--- src/rtl/lpcio_pkg.sv ---
package lpcio_pkg;

  localparam logic [7:0] OFS_GO   = 8'h00;
  localparam logic [7:0] OFS_STAT = 8'h04;
  localparam logic [7:0] OFS_INT  = 8'h08;
  localparam logic [7:0] OFS_LEN  = 8'h10;
  localparam logic [7:0] OFS_CTL  = 8'h14;
  localparam logic [7:0] OFS_PORT = 8'h20;
  localparam logic [7:0] OFS_TXB  = 8'h24;
  localparam logic [7:0] OFS_RXB  = 8'h28;

  localparam logic [3:0] NIB_FRAME  = 4'b0000;
  localparam logic [3:0] NIB_IO_RD  = 4'b0000;
  localparam logic [3:0] NIB_IO_WR  = 4'b0010;
  localparam logic [3:0] SYNC_READY = 4'b0000;
  localparam logic [3:0] SYNC_SHORT = 4'b0101;
  localparam logic [3:0] SYNC_LONG  = 4'b0110;

  typedef enum logic [3:0] {
    PH_IDLE, PH_START, PH_CTDIR, PH_ADDR, PH_WDATA,
    PH_TAR_A, PH_SYNC, PH_RDATA, PH_TAR_B
  } phase_t;

  // port used by cycle idx of a burst
  function automatic logic [15:0] cycle_port(input logic [15:0] base,
                                             input logic [7:0] idx,
                                             input logic fixed);
    return fixed ? base : base + {8'd0, idx};
  endfunction

  // nibble sel of a port, 0 = most significant
  function automatic logic [3:0] port_nibble(input logic [15:0] port,
                                             input logic [1:0] sel);
    logic [15:0] sh;
    sh = port >> {(2'd3 - sel), 2'b00};
    return sh[3:0];
  endfunction

  function automatic logic burst_len_ok(input logic [7:0] len,
                                        input int unsigned maxb);
    return (len != 8'd0) && (32'(len) <= maxb);
  endfunction

endpackage

--- src/rtl/lpcio_fifo.sv ---
module lpcio_fifo #(
  parameter int W     = 8,
  parameter int DEPTH = 16
) (
  input  logic         clk,
  input  logic         rst_n,
  input  logic         push,
  input  logic [W-1:0] din,
  input  logic         pop,
  output logic [W-1:0] head,
  output logic         empty,
  output logic         full
);
  localparam int AW = (DEPTH > 1) ? $clog2(DEPTH) : 1;
  localparam int CW = $clog2(DEPTH + 1);

  logic [W-1:0]  mem [DEPTH];
  logic [AW-1:0] wptr, rptr;
  logic [CW-1:0] cnt;

  wire do_push = push && !full;
  wire do_pop  = pop && !empty;

  assign empty = (cnt == '0);
  assign full  = (cnt == CW'(DEPTH));
  assign head  = mem[rptr];

  always_ff @(posedge clk) begin
    if (do_push) mem[wptr] <= din;
  end

  always_ff @(posedge clk) begin
    if (!rst_n) begin
      wptr <= '0;
      rptr <= '0;
      cnt  <= '0;
    end else begin
      if (do_push) wptr <= (wptr == AW'(DEPTH - 1)) ? '0 : wptr + 1'b1;
      if (do_pop)  rptr <= (rptr == AW'(DEPTH - 1)) ? '0 : rptr + 1'b1;
      if (do_push && !do_pop)      cnt <= cnt + 1'b1;
      else if (do_pop && !do_push) cnt <= cnt - 1'b1;
    end
  end


  fifo_hold_chk: assert property (@(posedge clk) disable iff (!rst_n)
    (full && push && !pop) |=> full)
    else $error("full queue lost its contents");


  fifo_bound_chk: assert property (@(posedge clk) disable iff (!rst_n)
    (empty && pop && !push) |=> empty)
    else $error("pop of empty queue changed occupancy");

endmodule

--- src/rtl/lpcio_cycle.sv ---
module lpcio_cycle
  import lpcio_pkg::*;
#(
  parameter int WAIT_MAX = 256
) (
  input  logic        clk,
  input  logic        rst_n,
  input  logic        go,
  input  logic        wr,
  input  logic [15:0] port,
  input  logic [7:0]  wbyte,
  input  logic [3:0]  lad_in,
  output logic        lframe_n,
  output logic [3:0]  lad_out,
  output logic        lad_oe,
  output logic        cyc_done,
  output logic        cyc_fail,
  output logic [7:0]  rbyte
);
  localparam int WCW = $clog2(WAIT_MAX + 1);

  phase_t         ph;
  logic [1:0]     nib;
  logic           wr_q;
  logic [15:0]    port_q;
  logic [7:0]     wb_q, rb_q;
  logic [WCW-1:0] wcnt;

  // named events of the SYNC phase
  wire in_sync    = (ph == PH_SYNC);
  wire sync_ready = in_sync && (lad_in == SYNC_READY);
  wire sync_wait  = in_sync && ((lad_in == SYNC_SHORT) || (lad_in == SYNC_LONG));
  wire sync_bad   = in_sync && !sync_ready && !sync_wait;
  wire wait_over  = sync_wait && (wcnt == WCW'(WAIT_MAX));

  assign cyc_fail = sync_bad || wait_over;
  assign cyc_done = (ph == PH_TAR_B) && (nib == 2'd1);
  assign rbyte    = rb_q;

  always_ff @(posedge clk) begin
    if (!rst_n) begin
      ph     <= PH_IDLE;
      nib    <= '0;
      wr_q   <= 1'b0;
      port_q <= '0;
      wb_q   <= '0;
      rb_q   <= '0;
      wcnt   <= '0;
    end else begin
      case (ph)
        PH_IDLE: if (go) begin
          ph     <= PH_START;
          wr_q   <= wr;
          port_q <= port;
          wb_q   <= wbyte;
          wcnt   <= '0;
          nib    <= '0;
        end
        PH_START: ph <= PH_CTDIR;
        PH_CTDIR: begin
          ph  <= PH_ADDR;
          nib <= '0;
        end
        PH_ADDR: begin
          if (nib == 2'd3) begin
            nib <= '0;
            ph  <= wr_q ? PH_WDATA : PH_TAR_A;
          end else nib <= nib + 2'd1;
        end
        PH_WDATA: begin
          if (nib == 2'd1) begin
            nib <= '0;
            ph  <= PH_TAR_A;
          end else nib <= nib + 2'd1;
        end
        PH_TAR_A: begin
          if (nib == 2'd1) begin
            nib <= '0;
            ph  <= PH_SYNC;
          end else nib <= nib + 2'd1;
        end
        PH_SYNC: begin
          if (cyc_fail) ph <= PH_IDLE;
          else if (sync_ready) begin
            nib <= '0;
            ph  <= wr_q ? PH_TAR_B : PH_RDATA;
          end else wcnt <= wcnt + 1'b1;
        end
        PH_RDATA: begin
          if (nib[0]) rb_q[7:4] <= lad_in;
          else        rb_q[3:0] <= lad_in;
          if (nib == 2'd1) begin
            nib <= '0;
            ph  <= PH_TAR_B;
          end else nib <= nib + 2'd1;
        end
        PH_TAR_B: begin
          if (nib == 2'd1) ph <= PH_IDLE;
          else nib <= nib + 2'd1;
        end
        default: ph <= PH_IDLE;
      endcase
    end
  end

  always_comb begin
    lframe_n = (ph != PH_START);
    lad_oe   = 1'b0;
    lad_out  = 4'hF;
    case (ph)
      PH_START: begin
        lad_oe  = 1'b1;
        lad_out = NIB_FRAME;
      end
      PH_CTDIR: begin
        lad_oe  = 1'b1;
        lad_out = wr_q ? NIB_IO_WR : NIB_IO_RD;
      end
      PH_ADDR: begin
        lad_oe  = 1'b1;
        lad_out = port_nibble(port_q, nib);
      end
      PH_WDATA: begin
        lad_oe  = 1'b1;
        lad_out = nib[0] ? wb_q[7:4] : wb_q[3:0];
      end
      PH_TAR_A: lad_oe = (nib == 2'd0);
      default: ;
    endcase
  end


  lframe_pulse_chk: assert property (@(posedge clk) disable iff (!rst_n)
    $fell(lframe_n) |=> lframe_n)
    else $error("framing strobe longer than one clock");


  frame_drive_chk: assert property (@(posedge clk) disable iff (!rst_n)
    !lframe_n |=> (lad_oe && lframe_n))
    else $error("direction nibble not driven after frame");


  wait_bound_chk: assert property (@(posedge clk) disable iff (!rst_n)
    in_sync |-> (wcnt <= WCW'(WAIT_MAX)))
    else $error("wait counter beyond limit");


  fail_release_chk: assert property (@(posedge clk) disable iff (!rst_n)
    cyc_fail |=> (lframe_n && !lad_oe))
    else $error("bus not released after failed cycle");

endmodule

--- src/rtl/lpc_io_host.sv ---
module lpc_io_host
  import lpcio_pkg::*;
#(
  parameter int BURST_MAX = 16,
  parameter int WAIT_MAX  = 256
) (
  input  logic        clk,
  input  logic        rst_n,
  input  logic [7:0]  reg_addr,
  input  logic        reg_wr,
  input  logic [31:0] reg_wdata,
  input  logic        reg_rd,
  output logic [31:0] reg_rdata,
  output logic        irq,
  output logic        lframe_n,
  output logic [3:0]  lad_out,
  output logic        lad_oe,
  input  logic [3:0]  lad_in
);
  localparam int IW = $clog2(BURST_MAX + 1);

  logic [7:0]    len_q;
  logic          dir_q, fixed_q;
  logic [31:0]   port_q;
  logic          busy_q, ok_q, done_q, ien_q, kick_q;
  logic [IW-1:0] idx_q;

  logic       tx_empty, tx_full, rx_empty, rx_full;
  logic [7:0] tx_head, rx_head, seq_rbyte;
  logic       cyc_done, cyc_fail;

  // named register events
  wire go_wr      = reg_wr && (reg_addr == OFS_GO) && reg_wdata[0];
  wire start_take = go_wr && !busy_q;
  wire len_valid  = burst_len_ok(len_q, BURST_MAX);
  wire [IW-1:0] idx_next = idx_q + 1'b1;
  wire last_cyc   = (8'(idx_next) == len_q);

  wire tx_push = reg_wr && (reg_addr == OFS_TXB) && !busy_q && !tx_full;
  wire tx_pop  = kick_q && dir_q;
  wire rx_push = cyc_done && !dir_q && !rx_full;
  wire rx_pop  = reg_rd && (reg_addr == OFS_RXB);

  lpcio_fifo #(.W(8), .DEPTH(BURST_MAX)) tx_q_i (
    .clk(clk), .rst_n(rst_n), .push(tx_push), .din(reg_wdata[7:0]),
    .pop(tx_pop), .head(tx_head), .empty(tx_empty), .full(tx_full)
  );

  lpcio_fifo #(.W(8), .DEPTH(BURST_MAX)) rx_q_i (
    .clk(clk), .rst_n(rst_n), .push(rx_push), .din(seq_rbyte),
    .pop(rx_pop), .head(rx_head), .empty(rx_empty), .full(rx_full)
  );

  lpcio_cycle #(.WAIT_MAX(WAIT_MAX)) cyc_i (
    .clk(clk), .rst_n(rst_n), .go(kick_q), .wr(dir_q),
    .port(cycle_port(port_q[15:0], 8'(idx_q), fixed_q)),
    .wbyte(tx_empty ? 8'h00 : tx_head),
    .lad_in(lad_in), .lframe_n(lframe_n), .lad_out(lad_out), .lad_oe(lad_oe),
    .cyc_done(cyc_done), .cyc_fail(cyc_fail), .rbyte(seq_rbyte)
  );

  always_ff @(posedge clk) begin
    if (!rst_n) begin
      len_q   <= '0;
      dir_q   <= 1'b0;
      fixed_q <= 1'b0;
      port_q  <= '0;
      busy_q  <= 1'b0;
      ok_q    <= 1'b0;
      done_q  <= 1'b0;
      ien_q   <= 1'b0;
      kick_q  <= 1'b0;
      idx_q   <= '0;
    end else begin
      kick_q <= 1'b0;
      if (reg_wr && !busy_q) begin
        case (reg_addr)
          OFS_LEN:  len_q <= reg_wdata[7:0];
          OFS_CTL: begin
            dir_q   <= reg_wdata[0];
            fixed_q <= reg_wdata[3];
          end
          OFS_PORT: port_q <= reg_wdata;
          default: ;
        endcase
      end
      if (reg_wr && (reg_addr == OFS_INT)) begin
        ien_q <= reg_wdata[0];
        if (reg_wdata[1]) done_q <= 1'b0;
      end
      if (start_take) begin
        ok_q <= 1'b0;
        if (len_valid) begin
          busy_q <= 1'b1;
          idx_q  <= '0;
          kick_q <= 1'b1;
        end else begin
          done_q <= 1'b1;
        end
      end
      if (busy_q && cyc_fail) begin
        busy_q <= 1'b0;
        ok_q   <= 1'b0;
        done_q <= 1'b1;
      end else if (busy_q && cyc_done) begin
        if (last_cyc) begin
          busy_q <= 1'b0;
          ok_q   <= 1'b1;
          done_q <= 1'b1;
        end else begin
          idx_q  <= idx_next;
          kick_q <= 1'b1;
        end
      end
    end
  end

  always_comb begin
    case (reg_addr)
      OFS_STAT: reg_rdata = {30'd0, ok_q, !busy_q};
      OFS_INT:  reg_rdata = {30'd0, done_q, ien_q};
      OFS_LEN:  reg_rdata = {24'd0, len_q};
      OFS_CTL:  reg_rdata = {28'd0, fixed_q, 2'b00, dir_q};
      OFS_PORT: reg_rdata = port_q;
      OFS_RXB:  reg_rdata = {24'd0, rx_empty ? 8'h00 : rx_head};
      default:  reg_rdata = '0;
    endcase
  end

  assign irq = ien_q && done_q;


  launch_chk: assert property (@(posedge clk) disable iff (!rst_n)
    $rose(busy_q) |=> !lframe_n)
    else $error("burst start did not frame a cycle");


  done_on_end_chk: assert property (@(posedge clk) disable iff (!rst_n)
    $fell(busy_q) |-> done_q)
    else $error("burst ended without completion flag");


  idx_bound_chk: assert property (@(posedge clk) disable iff (!rst_n)
    busy_q |-> (8'(idx_q) < len_q))
    else $error("cycle index ran past burst length");


  err_abort_chk: assert property (@(posedge clk) disable iff (!rst_n)
    (busy_q && cyc_fail) |=> (!busy_q && !ok_q && lframe_n))
    else $error("failed cycle did not abort the burst");


  bad_len_chk: assert property (@(posedge clk) disable iff (!rst_n)
    (start_take && !len_valid) |=> (!busy_q && done_q && lframe_n))
    else $error("invalid count launched a burst");

endmodule

--- config.mk ---
export PLATFORM = sky130hd
export DESIGN_NAME = lpc_io_host
export DESIGN_NICKNAME = d
export VERILOG_FILES = /design/src/rtl/lpcio_pkg.sv /design/src/rtl/lpcio_fifo.sv /design/src/rtl/lpcio_cycle.sv /design/src/rtl/lpc_io_host.sv
export SDC_FILE = /design/constraint.sdc
export NUM_CORES = 1
export LEC_CHECK = 0
export BUFFER_PORTS_ARGS = -buffer_cell sky130_fd_sc_hd__buf_2
export CORE_ASPECT_RATIO = 0.5
export CORE_MARGIN = 2
export CORE_UTILIZATION = 45
export CTS_CLUSTER_DIAMETER = 80
export CTS_CLUSTER_SIZE = 30
export DETAILED_ROUTE_END_ITERATION = 10
export PLACE_DENSITY = 0.7
export SLEW_MARGIN = 20
export SYNTH_ARGS = -nofsm -noshare
export SYNTH_HDL_FRONTEND = slang
export SYNTH_SLANG_ARGS = --single-unit
--- constraint.sdc ---
create_clock -name clk -period 9.6 [get_ports clk]
set_input_delay 0.48 -clock clk [delete_from_list [all_inputs] [get_ports clk]]
set_output_delay 0.48 -clock clk [all_outputs]
set_load 0.1 [all_outputs]
**After elaboration in Yosys (flattened, before gate mapping)**

Memories as Yosys holds them, arrays and structs flattened. A register that Yosys moved wholly into a read port is not among the register bits.
Cells that the tools add are included.

- Memory bits (writable): 256
- Logic and storage cells: 219
- Memory bits (read-only): 0
- Register bits: 126
- Bits in latches: 0
- Memories: 2
- Bits of input ports: 48
- Output and inout bits: 39

- Div/mod/pow operators: 0
- Multipliers: 0
- Mux-type cells: 70
- Reductions and logical operators: 67
- Add/subtract/negate cells: 13
- Shift-type cells: 1
- $lt $le $gt $ge: 1
- Bitwise operators: 2
- Eq/ne operators: 39

Memories:

| name | words | bits a word | read ports | clocked after memory_dff | wr ports | RTL line | source |
|---|---|---|---|---|---|---|---|
| rx_q_i.mem | 16 | 8 | 1 | 1 | 1 | lpcio_fifo.sv:17 | `logic [W-1:0] mem [DEPTH];` |
| tx_q_i.mem | 16 | 8 | 1 | 1 | 1 | lpcio_fifo.sv:17 |  |

Operator list:

| cell | count |
|---|---|
| $pmux W32 S6 | 1 |
| $mux W4 | 18 |
| $mux W5 | 9 |
| $pmux W4 S9 | 1 |
| $logic_and A1 B1 Y1 | 30 |
| $mux W9 | 3 |
| $eq A4 B3 Y1 const B | 6 |
| $eq A8 B6 Y1 const B | 3 |
| $mux W1 | 24 |
| $eq A4 B4 Y1 const B | 5 |
| $pmux W9 S2 | 1 |
| $add A16 B5 Y16 | 1 |
| $add A4 B1 Y4 const B | 4 |
| $eq A8 B5 Y1 const B | 2 |
| $mux W16 | 1 |
| $mux W8 | 2 |
| $pmux W4 S4 | 1 |
| $shr A16 B4 Y4 | 1 |
| $add A5 B1 Y5 const B | 3 |
| $mux W2 | 7 |
| $logic_not A1 Y1 | 12 |
| $ne A2 B2 Y1 const B | 6 |
| $pmux W2 S6 | 1 |
| $reduce_and A2 Y1 | 6 |
| 33 further kinds | 45 |

**Logic depth before layout (Yosys ltp)**

Gate-level depths: netlist of the first run.

- Depth after elaboration: 9
- Depth in mapped cells: 14

**Modules after synthesis**

From an unflattened synthesis of the first run, not the netlist that was laid out.

- Cells, all modules: 1338
- Area total of the unflattened synthesis: 17212.8 um^2

Modules (own cells, without submodules):

| module | area an instance (um^2) | cells each | instances | sequential area each (um^2) |
|---|---|---|---|---|
| lpcio_fifo at tx_q_i | 5806.8 | 311 | 1 | 4184.0 |
| lpcio_fifo at rx_q_i | 5804.3 | 316 | 1 | 4184.0 |
| lpc_io_host | 3181.8 | 411 | 1 | 1041.0 |
| lpcio_cycle | 2419.8 | 300 | 1 | 960.9 |

**Worst setup path after synthesis of the first run**

No wires, ideal clock.

- Path type: input-to-output
- Start point: in reg_addr[4]
- End point: out reg_rdata[3]
- Buffers on the path: 1
- Arrival: 3.554 ns
- Data required time: 9.120 ns
- Path slack: 5.566 ns
- Cell stages on the path: 4
- Path through: or4b_4 a211o_1 buf_6 o21ai_0

- Word-level cells in the longest chain between the ends: 2
- Elaborated cells on any way between the ends: 7

Ends and longest elaborated chain:

| item | RTL line | source |
|---|---|---|
| start: declaration | lpc_io_host.sv:9 | `input logic [7:0] reg_addr,` |
| $eq A8 B6 Y1, or another cell as far along | lpc_io_host.sv:119 | `case (reg_addr)` |
| $pmux W32 S6 (*) | lpc_io_host.sv:119 |  |
| end: declaration | lpc_io_host.sv:13 | `output logic [31:0] reg_rdata,` |

Mark *: on every way between the ends. The rest lies on a longest branch, timed or not.

==> results.env, run 1 <==
TOTAL_POWER_mW=2.81
CLOCKPOWERSHARE=0.305
LAYOUT.CELLS.NON_FILLER=1803
STARTPOINT_KIND_OF_THE_WORST_SETUP_TIMING_PATH='register'
AVGROUTEDWIREPERCELL_UM=20.0
CLOCK-SINKS=390
POSTROUTEANTENNANETS=0
SYN-NUM-NETS=1351
LAYOUT.CELLS.MOST_COMMON='edfxtp_1'
CORE_OCCUPANCY_IN_THE_FINISHED_LAYOUT=0.499
R2R_START='cyc_i.ph[1]'
CTS.REPAIR.RESIZED=0
POWER_FRAC_SEQ=0.636
CRIT_END_CATEGORY='primary output'
SLEW_VIOLATIONS=0
MAX-CLOCK-PATH-BUFFERS=3
CORE.ROWCOUNT=49
SYNTH_TOP_FLOP_CELL='edfxtp_1'
PATH_CLK_SLEW_NS=0.12
FINAL_CELL_MIX='edfxtp_1, dfxtp_1, nand2_1, a21oi_1, buf_2'
NUM_VIAS=10300
MULTI_INPUT_AREA_UM2=6060
SYNTH_EDF_COUNT=256
SLOWEST_DELAY_NS=0.57
PLACE_HPWL_MM=24.2
DETAILEDROUTE.FIRSTITERATIONVIOLATIONS=775
SYN-CELL-AREA_UM2=16800
VIA_COUNT_OF_THE_FIRST_GLOBAL_ROUTING_PASS=10100
DRCVIOLATIONCOUNT=0
MAX_SLEW_MARGIN=0.291
FINALWORSTSETUPSLACK_NS=5.86
DETAILEDROUTE.FIRSTPASSITERATIONCOUNT=5
INITIAL_CORE_UTIL=0.462
VDD_DROP_MAX_mV=0.102
CTS-ROOT-BUF='clkbuf_16'
HP-CLASS='input port to register'
RUN_STATUS='finished clean'
FINAL.MIN_CLOCK_PERIOD_NS=3.74
CLOCK-SKEW-FINAL_NS=0.0189
CRITICALPATHCATEGORY='register to primary output'
PORT_BUFFERS=86
PIN_COUNT=87
FINAL_PERIOD_UTIL=0.390
FRACTION_OF_THE_YOSYS_AREA_TAKEN_BY_SEQUENTIAL_CELLS=0.617
CTS.HOLD.BUFFERS_ADDED=0
CRITICAL-PATH-TOP-CELL-BY-COUNT='a211oi_1'
CELLLEAKAGEPOWER_nW=5.72
GRT_FIRST_PASS_WIRELENGTH_MM=57.0
POWER_REPORT.INTERNAL_TOTAL_mW=2.16
GLOBAL_PLACER_S_FINAL_WEIGHTED_CONGESTION=0.853
PLACED_CELLS_INCL_TAPS=1774
GRT_ANTENNA_BEFORE_REPAIR=0
TRITONCTS='built'
TIMING.SETUP.TNS_NS=0
CTS.REPAIR_TIMING.SETUP_BUFFER_COUNT=0
CHIPWIDTH_UM=277
CRITPATHARRIVALTIME_NS=3.26
SYN_AREA_PER_CELL_UM2=13.2
DESIGN.DIE.AREA_UM2=39000
DRT-VIAS-PER-INSTANCE=5.73
TRITONCTS.NUM_BUFFERS=17
GRT_UTIL_ALL_LAYERS=0.184
SHARE_COMB_OF_TOTAL_POWER=0.059
YOSYSUNIQUECELLTYPES=68
FINAL_NETS=1390
CRITPATHSLOWESTCELL='mux4_2'
TIMING.HOLD.WORST.START='reg_wdata[30]'
LAYOUT-AREA-OVERHEAD-VS-SYNTH_PCT=7.87
POST_SYNTH_INST_COUNT=1270
GRT_START_MAX_NET_PINS=90
NUMBER_OF_FILLER_INSTANCES_IN_THE_FINAL_LAYOUT=3037
REGISTER_AREA_UM2=10400
HOLD_VIOLATIONS=0
POST_ROUTE_CELLS_DRIVE_ABOVE_1_SHARE=0.159
PLACE_WORST_SETUP_SLACK_NS=5.84
CLK_LATENCY_NS=0.53
FLOORPLAN_DIE_HEIGHT_UM=141
MAX_SLEW.WORST_PIN.SLEW_NS=1.05
SW_FRAC_OF_TOTAL=0.231
YS.WARNINGS.COUNT=0
TIMING.CRITICAL_PATH.CELLS='buf_4 > mux4_2 > nor2b_1 > a211oi_1 > a211oi_1 > a221o_1 > buf_2'
MAXCLOCKFREQUENCY_GHz=0.267
TIMING.HOLD.WS_NS=0.173
POWER_PER_STANDARD_CELL_AREA_nW_PER_UM2=155
DRT_WL_TOTAL_MM=36.1
CORE_UM2=36400
FLIP_FLOP_AND_LATCH_COUNT_AFTER_SYNTHESIS=390
REQUIRED_TIME_OF_THE_CRITICAL_PATH_NS=9.12
SETUP_VIOLATIONS=0
DIODES=0
DPL_CELL_AREA_UM2=17600
P_SW_mW=0.649
GLOBAL_ROUTE.OVERFLOW_TOTAL=0
DESIGN_AREA_UM2=18100
RSZ0062_AT_GRT='no'
TIMING.MAX_CAP.VIOLATIONS=0
CRIT_PATH_MAX_FANOUT=32
CTSHTREEMAXLEVEL=1
ASYNC_FLOP_SHARE=0
==> final timing paths <==
| kind | endpoint | slack (ns) | depth (start not counted) |
|---|---|---|---|
| setup reg to reg | rx_q_i.cnt[4] | 5.91 | 12 |
| hold / removal | port_q[30] | 0.17 | 3 |
| hold reg to reg | port_q[17] | 0.46 | 2 |
| setup / recovery | reg_rdata[2] | 5.86 | 7 |
==> cell type report <==
class | instances | share of cell area
clock buffers | 27 | 0.0255
inverters | 28 | 0.00580
clock inverters | 2 | 0.00228
multi-input cells | 778 | 0.334
flip-flops and latches | 390 | 0.572
repair buffers | 94 | 0.0270
well taps | 484 | 0.0334
==> cell usage after synthesis, types with 3 or more instances <==
library cell	number	area [um2]
nor2b_1	23	144
nor4b_1	4	35.0
a22o_1	10	87.6
and3_1	15	93.8
inv_1	27	101
a221o_1	6	60.1
o211ai_1	3	22.5
fa_1	3	60.1
nor3b_1	8	60.1
clkbuf_1	47	176
ha_1	30	375
nor3_1	15	75.1
nand3_1	28	140
o21ai_0	28	140
a211oi_1	31	233
xnor2_1	25	219
a21o_1	7	52.6
a21oi_1	98	490
nor2_1	82	308
and2_1	39	244
nand3b_1	4	30.0
a31oi_1	8	50.1
nand2_1	119	447
nor4_1	6	37.5
dfxtp_1	134	2680
a211o_1	4	35.0
mux2i_1	32	320
buf_2	15	75.1
o21bai_1	3	22.5
nand2b_1	9	56.3
edfxtp_1	256	7690
a22oi_1	3	22.5
xor2_1	15	131
or3_1	10	62.6
mux4_2	70	1580
buf_1	9	33.8
==> flip-flops by register name (all words and copies together), names as in the netlist, 8 cells and up, named ones only <==
name / flops
cyc_i.wcnt: 9
cyc_i.wb_q: 8
cyc_i.port_q: 16
rx_q_i.mem: 128
tx_q_i.mem: 128
port_q: 32
len_q: 8
cyc_i.rbyte: 8
==> power by group through the flow <==
stage	clock network, mW	logic, mW	registers (mW)
CTS	0.874	0.165	1.79
floorplan	0	0.126	1.82
global route	0.936	0.177	1.79
detailed placement	0	0.164	1.83
global placement	0	0.161	1.83
finish	0.856	0.166	1.79
==> per-layer routing <==
layer  vias up  track usage  wire [um]
met5         -            0          0
met4         0       0.0526       1050
met1      5185        0.244      15500
met2       286        0.318      17800
met3        61       0.0265       1730
li1       4799            -          -
==> worst max-delay path: cells and delay by family, from the launching register on <==
family / cells / cell delay (ns)
AND/OR/NAND/NOR: 1 / 0.14
flip-flops: 1 / 0.34
AO/OA/AOI/OAI: 3 / 0.86
multiplexers: 1 / 0.57
buffers and inverters: 2 / 0.82
==> cells by family after synthesis <==
| group | after synthesis | share of synthesized area |
|---|---|---|
| AOI/OAI and AO/OA | 216 | 0.0810 |
| xor gates and xnor gates | 40 | 0.0208 |
| DFF | 390 | 0.617 |
| muxes | 104 | 0.114 |
| buffers and inverters | 102 | 0.0248 |
| adders and majority gates | 33 | 0.0259 |
| and+or+nand+nor | 385 | 0.116 |
Power figures use the tool's default switching activity.
==> run 2: changes to the inputs <==
--- a/config.mk
+++ b/config.mk
@@ -5,6 +5,7 @@
 export SDC_FILE = /design/constraint.sdc
 export NUM_CORES = 1
 export LEC_CHECK = 0
+export ABC_AREA = 1
 export BUFFER_PORTS_ARGS = -buffer_cell sky130_fd_sc_hd__buf_2
 export CORE_ASPECT_RATIO = 0.5
 export CORE_MARGIN = 2
@@ -12,7 +13,7 @@
 export CTS_CLUSTER_DIAMETER = 80
 export CTS_CLUSTER_SIZE = 30
 export DETAILED_ROUTE_END_ITERATION = 10
-export PLACE_DENSITY = 0.7
+export PLACE_DENSITY = 0.72
 export SLEW_MARGIN = 20
 export SYNTH_ARGS = -nofsm -noshare
 export SYNTH_HDL_FRONTEND = slang
==> constraint.sdc (replaced) <==
create_clock -name clk -period 3.1 [get_ports clk]
set_input_delay 0.155 -clock clk [delete_from_list [all_inputs] [get_ports clk]]
set_output_delay 0.155 -clock clk [all_outputs]
set_load 0.1 [all_outputs]
==> results.env, run 2 <==
NETLIST.AREA_LEADER.SHARE=0.445
LARGEST_AREA_CONTRIBUTOR_IN_THE_SYNTHESIZED_NETLIST='edfxtp_1'
CLOCK-SKEW-FINAL_NS=0.0264
REQUIRED_TIME_OF_THE_CRITICAL_PATH_NS=2.94
REGTOREGENDPOINT='rx_q_i.cnt[3]'
YOSYS-TOP-CELLS-AREA='edfxtp_1, dfxtp_1, nor2_1'
MAXCLOCKFREQUENCY_GHz=0.345
CTS-ROOT-BUF='clkbuf_16'
SYN-CELL-AREA_UM2=17300
FINAL_NETS=1957
AVGROUTEDWIREPERCELL_UM=17.2
RUN_STATUS='finished clean'
SYN_AREA_PER_CELL_UM2=9.64
LAYOUT.CELLS.MOST_COMMON='nor2_1'
POSTROUTEANTENNANETS=0
SYNTH_TOP_FLOP_CELL='edfxtp_1'
CTS.REPAIR_TIMING.SETUP_BUFFER_COUNT=0
FRACTION_OF_THE_YOSYS_AREA_TAKEN_BY_SEQUENTIAL_CELLS=0.601
GRT_FIRST_PASS_WIRELENGTH_MM=65.2
HOLD_VIOLATIONS=0
FINAL_CELL_MIX='nor2_1, edfxtp_1, o21ai_0, nand2_1, dfxtp_1'
STARTPOINT_KIND_OF_THE_WORST_SETUP_TIMING_PATH='register'
SLEW_VIOLATIONS=0
CHIPWIDTH_UM=281
GRT_ANTENNA_BEFORE_REPAIR=1
SYN-NUM-NETS=1873
CORE_UM2=37600
DRT-VIAS-PER-INSTANCE=5.44
ASYNC_FLOP_SHARE=0
REG2REG_DEPTH=14
DESIGN.DIE.AREA_UM2=40100
TOTAL_POWER_mW=8.91
VIA_COUNT_OF_THE_FIRST_GLOBAL_ROUTING_PASS=12200
PATH_CLK_SLEW_NS=0.11
GRT_UTIL_ALL_LAYERS=0.205
YS.WARNINGS.COUNT=0
HP-CLASS='input port to register'
TIMING.HOLD.WS_NS=0.0300
LAYOUT-AREA-OVERHEAD-VS-SYNTH_PCT=10.3
SYNTH_EDF_COUNT=256
SETUP_VIOLATIONS=0
MAX_SLEW_MARGIN=0.435
LARGEST_REGISTERS='rx_q_i.mem (128), tx_q_i.mem (128), port_q (32)'
YOSYSUNIQUECELLTYPES=51
CRITPATHARRIVALTIME_NS=2.75
GLOBAL_PLACER_S_FINAL_WEIGHTED_CONGESTION=0.892
PIN_COUNT=87
RSZ0062_AT_GRT='no'
DRCVIOLATIONCOUNT=0
DETAILEDROUTE.FIRSTPASSITERATIONCOUNT=5
GLOBAL_ROUTE.OVERFLOW_TOTAL=0
POST_SYNTH_INST_COUNT=1792
POST-SYNTH-TOP-COUNT-CELL='nor2_1'
CLOCK-SINKS=390
CTSHTREEMAXLEVEL=1
TIMING.MAX_CAP.VIOLATIONS=0
GRT_START_MAX_NET_PINS=80
CELLLEAKAGEPOWER_nW=6.80
FINAL.MIN_CLOCK_PERIOD_NS=2.90
TIMING.HOLD.WORST.START='reg_wr'
INITIAL_CORE_UTIL=0.459
POST_ROUTE_CELLS_DRIVE_ABOVE_1_SHARE=0.0971
REGISTER_AREA_UM2=10400
WHS_PATH_DEPTH=4
NUM_VIAS=13100
NUMBER_OF_FILLER_INSTANCES_IN_THE_FINAL_LAYOUT=3402
TIMING.SETUP.TNS_NS=0
POWER_PER_STANDARD_CELL_AREA_nW_PER_UM2=467
FLIP_FLOP_AND_LATCH_COUNT_AFTER_SYNTHESIS=390
REGTOREGSETUPSLACK_NS=0.48
CRIT_PATH_MAX_FANOUT=24
CLK_LATENCY_NS=0.54
DETAILEDROUTE.FIRSTITERATIONVIOLATIONS=1255
CORE.ROWCOUNT=50
VDD_DROP_MAX_mV=0.349
HOLD_END='ien_q'
MULTI_INPUT_AREA_UM2=6020
PORT_BUFFERS=86
MAX_SLEW.WORST_PIN.SLEW_NS=0.844
MAX-CLOCK-PATH-BUFFERS=3
PLACE_HPWL_MM=27.0
CRITICALPATHCATEGORY='register to primary output'
DRT_WL_TOTAL_MM=41.4
TRITONCTS='built'
FLOORPLAN_DIE_HEIGHT_UM=143
SYNTH_COMMON_CELLS='nor2_1, edfxtp_1, o21ai_0, nand2_1, dfxtp_1'
FINAL_PERIOD_UTIL=0.936
TRITONCTS.NUM_BUFFERS=17
R2R_START='cyc_i.ph[1]'
CRIT_END_CATEGORY='primary output'
-- run 2: cell count changes in the layout (fill, tap and decap cells not counted), moves of 28 or more --
cell,delta
mux2i_1,-32
nand2_1,+91
nand3_1,+72
inv_1,+98
mux4_2,-70
o211ai_1,+45
dlygate4sd3_1,+28
a211oi_1,-28
nor2_1,+232
o21ai_0,+186
and2_1,-36
-- run 2: worst max-delay path, stage by stage (launching register included) --
cell and delay (ns):
dfxtp_4 0.44, inv_2 0.22, buf_4 0.30, o21ai_0 0.13
o221ai_1 0.23, nand3_1 0.18, nand2_1 0.15, nand2_1 0.07
nand3_1 0.07, buf_2 0.43
-- run 2: power by group --
part	switching [mW]	leakage, nW	internal, mW	total [mW]
combinational	0.497	3.15	0.178	0.675
sequential	0.0264	3.42	5.51	5.54
clock	1.62	0.237	1.08	2.69
-- run 2: worst max path at each step --
stage                       from             to  slack [ns]  cells after the start
finish                  register   reg_rdata[2]        0.20                      9
global route            register   reg_rdata[2]        0.03                      9
global placement     cyc_i.ph[3]  rx_q_i.cnt[4]        0.58                     13
floorplan            cyc_i.ph[3]     lad_out[1]        0.03                      3
CTS                     register   reg_rdata[5]        0.06                     11
detailed placement  cyc_i.nib[1]  rx_q_i.cnt[4]        0.52                     13
-- run 2: cell families (layout without fill, tap and decap cells) --
| group | after synthesis | in the layout | share of synthesized area |
|---|---|---|---|
| xor gates and xnor gates | 26 | 26 | 0.0132 |
| AOI/OAI and AO/OA | 441 | 441 | 0.144 |
| DFF | 390 | 390 | 0.601 |
| and+or+nand+nor | 677 | 677 | 0.166 |
| adders and majority gates | 33 | 33 | 0.0252 |
| other | 0 | 3 | 0 |
| buffers and inverters | 225 | 318 | 0.0511 |
-- run 2: final cells by class --
type | count | share of cell area
diodes | 3 | 0.000394
clock buffers | 26 | 0.0241
clock inverters | 2 | 0.00190
inverters | 145 | 0.0286
multi-input cells | 1177 | 0.316
flip-flops and latches | 390 | 0.545
well taps | 520 | 0.0341
repair buffers | 145 | 0.0506
-- run 2: per-layer routing --
metal	wire length, um	vias to the layer above	track usage
met5	0	-	0
met3	2280	70	0.0269
li1	-	6355	-
met1	18400	6256	0.280
met2	19500	409	0.341
met4	1200	0	0.0673
-- run 2: what timing repair did --
action                                 CTS  global route
endpoints found under the hold margin   32             0
setup endpoints to repair                0             8
hold buffers                            28             0
resized for setup                        0             5
-- run 2: per-stage QoR --
stage	worst slack (ns)	utilization	std cells	cell area [um2]
finish	0.199	0.507	2408	19100
global route	0.0339	0.507	2406	19000
CTS	0.0600	0.506	2405	19000
detailed placement	0.520	0.486	2349	18300
global placement	0.584	0.486	2349	18300
floorplan	0.0258	-	1792	17300
==> run 3: changes to the inputs <==
--- a/config.mk
+++ b/config.mk
@@ -5,7 +5,6 @@
 export SDC_FILE = /design/constraint.sdc
 export NUM_CORES = 1
 export LEC_CHECK = 0
-export ABC_AREA = 1
 export BUFFER_PORTS_ARGS = -buffer_cell sky130_fd_sc_hd__buf_2
 export CORE_ASPECT_RATIO = 0.5
 export CORE_MARGIN = 2
==> results.env, run 3 (same netlist as run 1, synthesis figures left out) <==
RUN_STATUS='finished clean'
TRITONCTS.NUM_BUFFERS=16
GLOBAL_PLACER_S_FINAL_WEIGHTED_CONGESTION=0.854
CTSHTREEMAXLEVEL=1
DESIGN.DIE.AREA_UM2=39000
MAX_SLEW.WORST_PIN.SLEW_NS=0.995
FINALWORSTSETUPSLACK_NS=0.105
DIODES=0
GRT_START_MAX_NET_PINS=42
TIMING.HOLD.WS_NS=0.0374
HP-CLASS='input port to register'
PORT_BUFFERS=86
TIMING.MAX_CAP.VIOLATIONS=0
CRIT_END_CATEGORY='primary output'
CLK_LATENCY_NS=0.54
POST_ROUTE_CELLS_DRIVE_ABOVE_1_SHARE=0.181
TRITONCTS='built'
REG2REG_DEPTH=14
CRITICALPATHCATEGORY='register to primary output'
PATH_CLK_SLEW_NS=0.12
STARTPOINT_KIND_OF_THE_WORST_SETUP_TIMING_PATH='register'
DETAILEDROUTE.FIRSTITERATIONVIOLATIONS=825
HOLD_VIOLATIONS=0
SETUP_VIOLATIONS=0
REGTOREGENDPOINT='rx_q_i.cnt[4]'
NUM_VIAS=10700
VIA_COUNT_OF_THE_FIRST_GLOBAL_ROUTING_PASS=10800
FINAL.MIN_CLOCK_PERIOD_NS=3.00
CORE.ROWCOUNT=49
AVGROUTEDWIREPERCELL_UM=20.2
REGTOREGSETUPSLACK_NS=0.18
GRT_FIRST_PASS_WIRELENGTH_MM=59.1
LAYOUT-AREA-OVERHEAD-VS-SYNTH_PCT=11.6
FLOORPLAN_DIE_HEIGHT_UM=141
INITIAL_CORE_UTIL=0.462
CLOCK-SKEW-FINAL_NS=0.0245
DETAILEDROUTE.FIRSTPASSITERATIONCOUNT=5
CRIT_PATH_MAX_FANOUT=12
NUMBER_OF_FILLER_INSTANCES_IN_THE_FINAL_LAYOUT=2990
CLOCK-SINKS=390
GRT_ANTENNA_BEFORE_REPAIR=0
CTS-ROOT-BUF='clkbuf_16'
GLOBAL_ROUTE.OVERFLOW_TOTAL=0
POSTROUTEANTENNANETS=0
SLEW_VIOLATIONS=0
CRITICAL-PATH-TOP-CELL-BY-COUNT='a211oi_1'
TIMING.CRITICAL_PATH.CELLS='buf_12 > mux4_2 > nor2b_1 > a211oi_1 > a211oi_1 > a221o_1 > buf_2'
PLACE_HPWL_MM=25.7
LAYOUT.CELLS.MOST_COMMON='edfxtp_1'
POWER_PER_STANDARD_CELL_AREA_nW_PER_UM2=462
GRT_UTIL_ALL_LAYERS=0.193
MAX_SLEW_MARGIN=0.336
VDD_DROP_MAX_mV=0.298
PIN_COUNT=87
DRCVIOLATIONCOUNT=0
CP-ENDPOINT='reg_rdata[7]'
TOTAL_POWER_mW=8.66
CHIPWIDTH_UM=277
CRITPATHARRIVALTIME_NS=2.84
RSZ0062_AT_GRT='no'
CORE_UM2=36400
MAXCLOCKFREQUENCY_GHz=0.334
SLOWEST_DELAY_NS=0.53
PLACE_WORST_SETUP_SLACK_NS=0.00871
CRITPATHSLOWESTCELL='mux4_2'
REQUIRED_TIME_OF_THE_CRITICAL_PATH_NS=2.94
FINAL_PERIOD_UTIL=0.966
MAX-CLOCK-PATH-BUFFERS=3
CELLLEAKAGEPOWER_nW=6.08
R2R_START='rx_q_i.cnt[0]'
DRT_WL_TOTAL_MM=37.9
DRT-VIAS-PER-INSTANCE=5.69
LARGEST_REGISTERS='rx_q_i.mem (128), tx_q_i.mem (128), port_q (32)'
TIMING.SETUP.TNS_NS=0
FINAL_CELL_MIX='edfxtp_1, dfxtp_1, nand2_1, a21oi_1, buf_2'
FINAL_NETS=1467
-- run 3: cell count changes in the layout (fill, tap and decap cells not counted), sizes merged, moves of 27 or more --
cell	change
nor2	-241
nand3	-75
mux2i	+32
buf	+27
o211ai	-45
and2	+38
o21ai	-204
inv	-117
nand2	-95
mux4	+70
a211oi	+28
-- run 3: critical path, delay by kind of cell (launching register included) --
family / cells / cell delay [ns]
DFF: 1 / 0.38
AOI/OAI and AO/OA: 3 / 0.77
buffers and inverters: 2 / 0.45
muxes: 1 / 0.53
and+or+nand+nor: 1 / 0.15
-- run 3: repair_timing --
item / 4_1_cts / 5_1_grt
hold buffers: 29 / 0
hold endpoints to repair: 33 / 0
endpoints found under the setup margin: 8 / 3
resized for setup: 1 / 4
buffers inserted: 2 / 0
-- run 3: how the worst min path moves through the flow --
stage                        from                to  slack [ns]  cells past startpoint
finish               reg_wdata[7]         port_q[7]        0.04                      3
global route         reg_wdata[7]  tx_q_i.mem[6][7]        0.04                      1
CTS                         rst_n  cyc_i.port_q[11]        0.03                      3
detailed placement  reg_wdata[23]        port_q[23]        0.40                      3
global placement    reg_wdata[22]        port_q[22]        0.39                      3
floorplan            reg_wdata[0]  tx_q_i.mem[0][0]        0.25                      0
-- run 3: cell type report --
| class | instances | area, um2 | area share |
|---|---|---|---|
| sequential | 390 | 10400 | 0.553 |
| multi-input combinational | 778 | 6050 | 0.322 |
| timing repair buffer | 172 | 1160 | 0.0621 |
| tap | 484 | 606 | 0.0323 |
| clock buffer | 28 | 467 | 0.0249 |
| inverter | 28 | 105 | 0.00560 |
-- run 3: layer usage --
| layer | wire, um | track usage | vias to the layer above |
|---|---|---|---|
| met2 | 19500 | 0.352 | 301 |
| met1 | 15900 | 0.248 | 5399 |
| li1 | - | - | 4949 |
| met3 | 1730 | 0.0229 | 55 |
| met4 | 779 | 0.0429 | 0 |
| met5 | 0 | 0 | - |
-- run 3: power breakdown --
group | switching (mW) | internal, mW
Combinational | 0.429 | 0.147
Clock | 1.52 | 1.05
Sequential | 0.0108 | 5.50
-- run 3: stage by stage --
step,instance area (um2),cells,util
floorplan,16800,1270,-
global placement,18000,1821,0.494
detailed placement,18000,1821,0.494
CTS,18700,1880,0.516
global route,18800,1880,0.516
finish,18800,1880,0.516
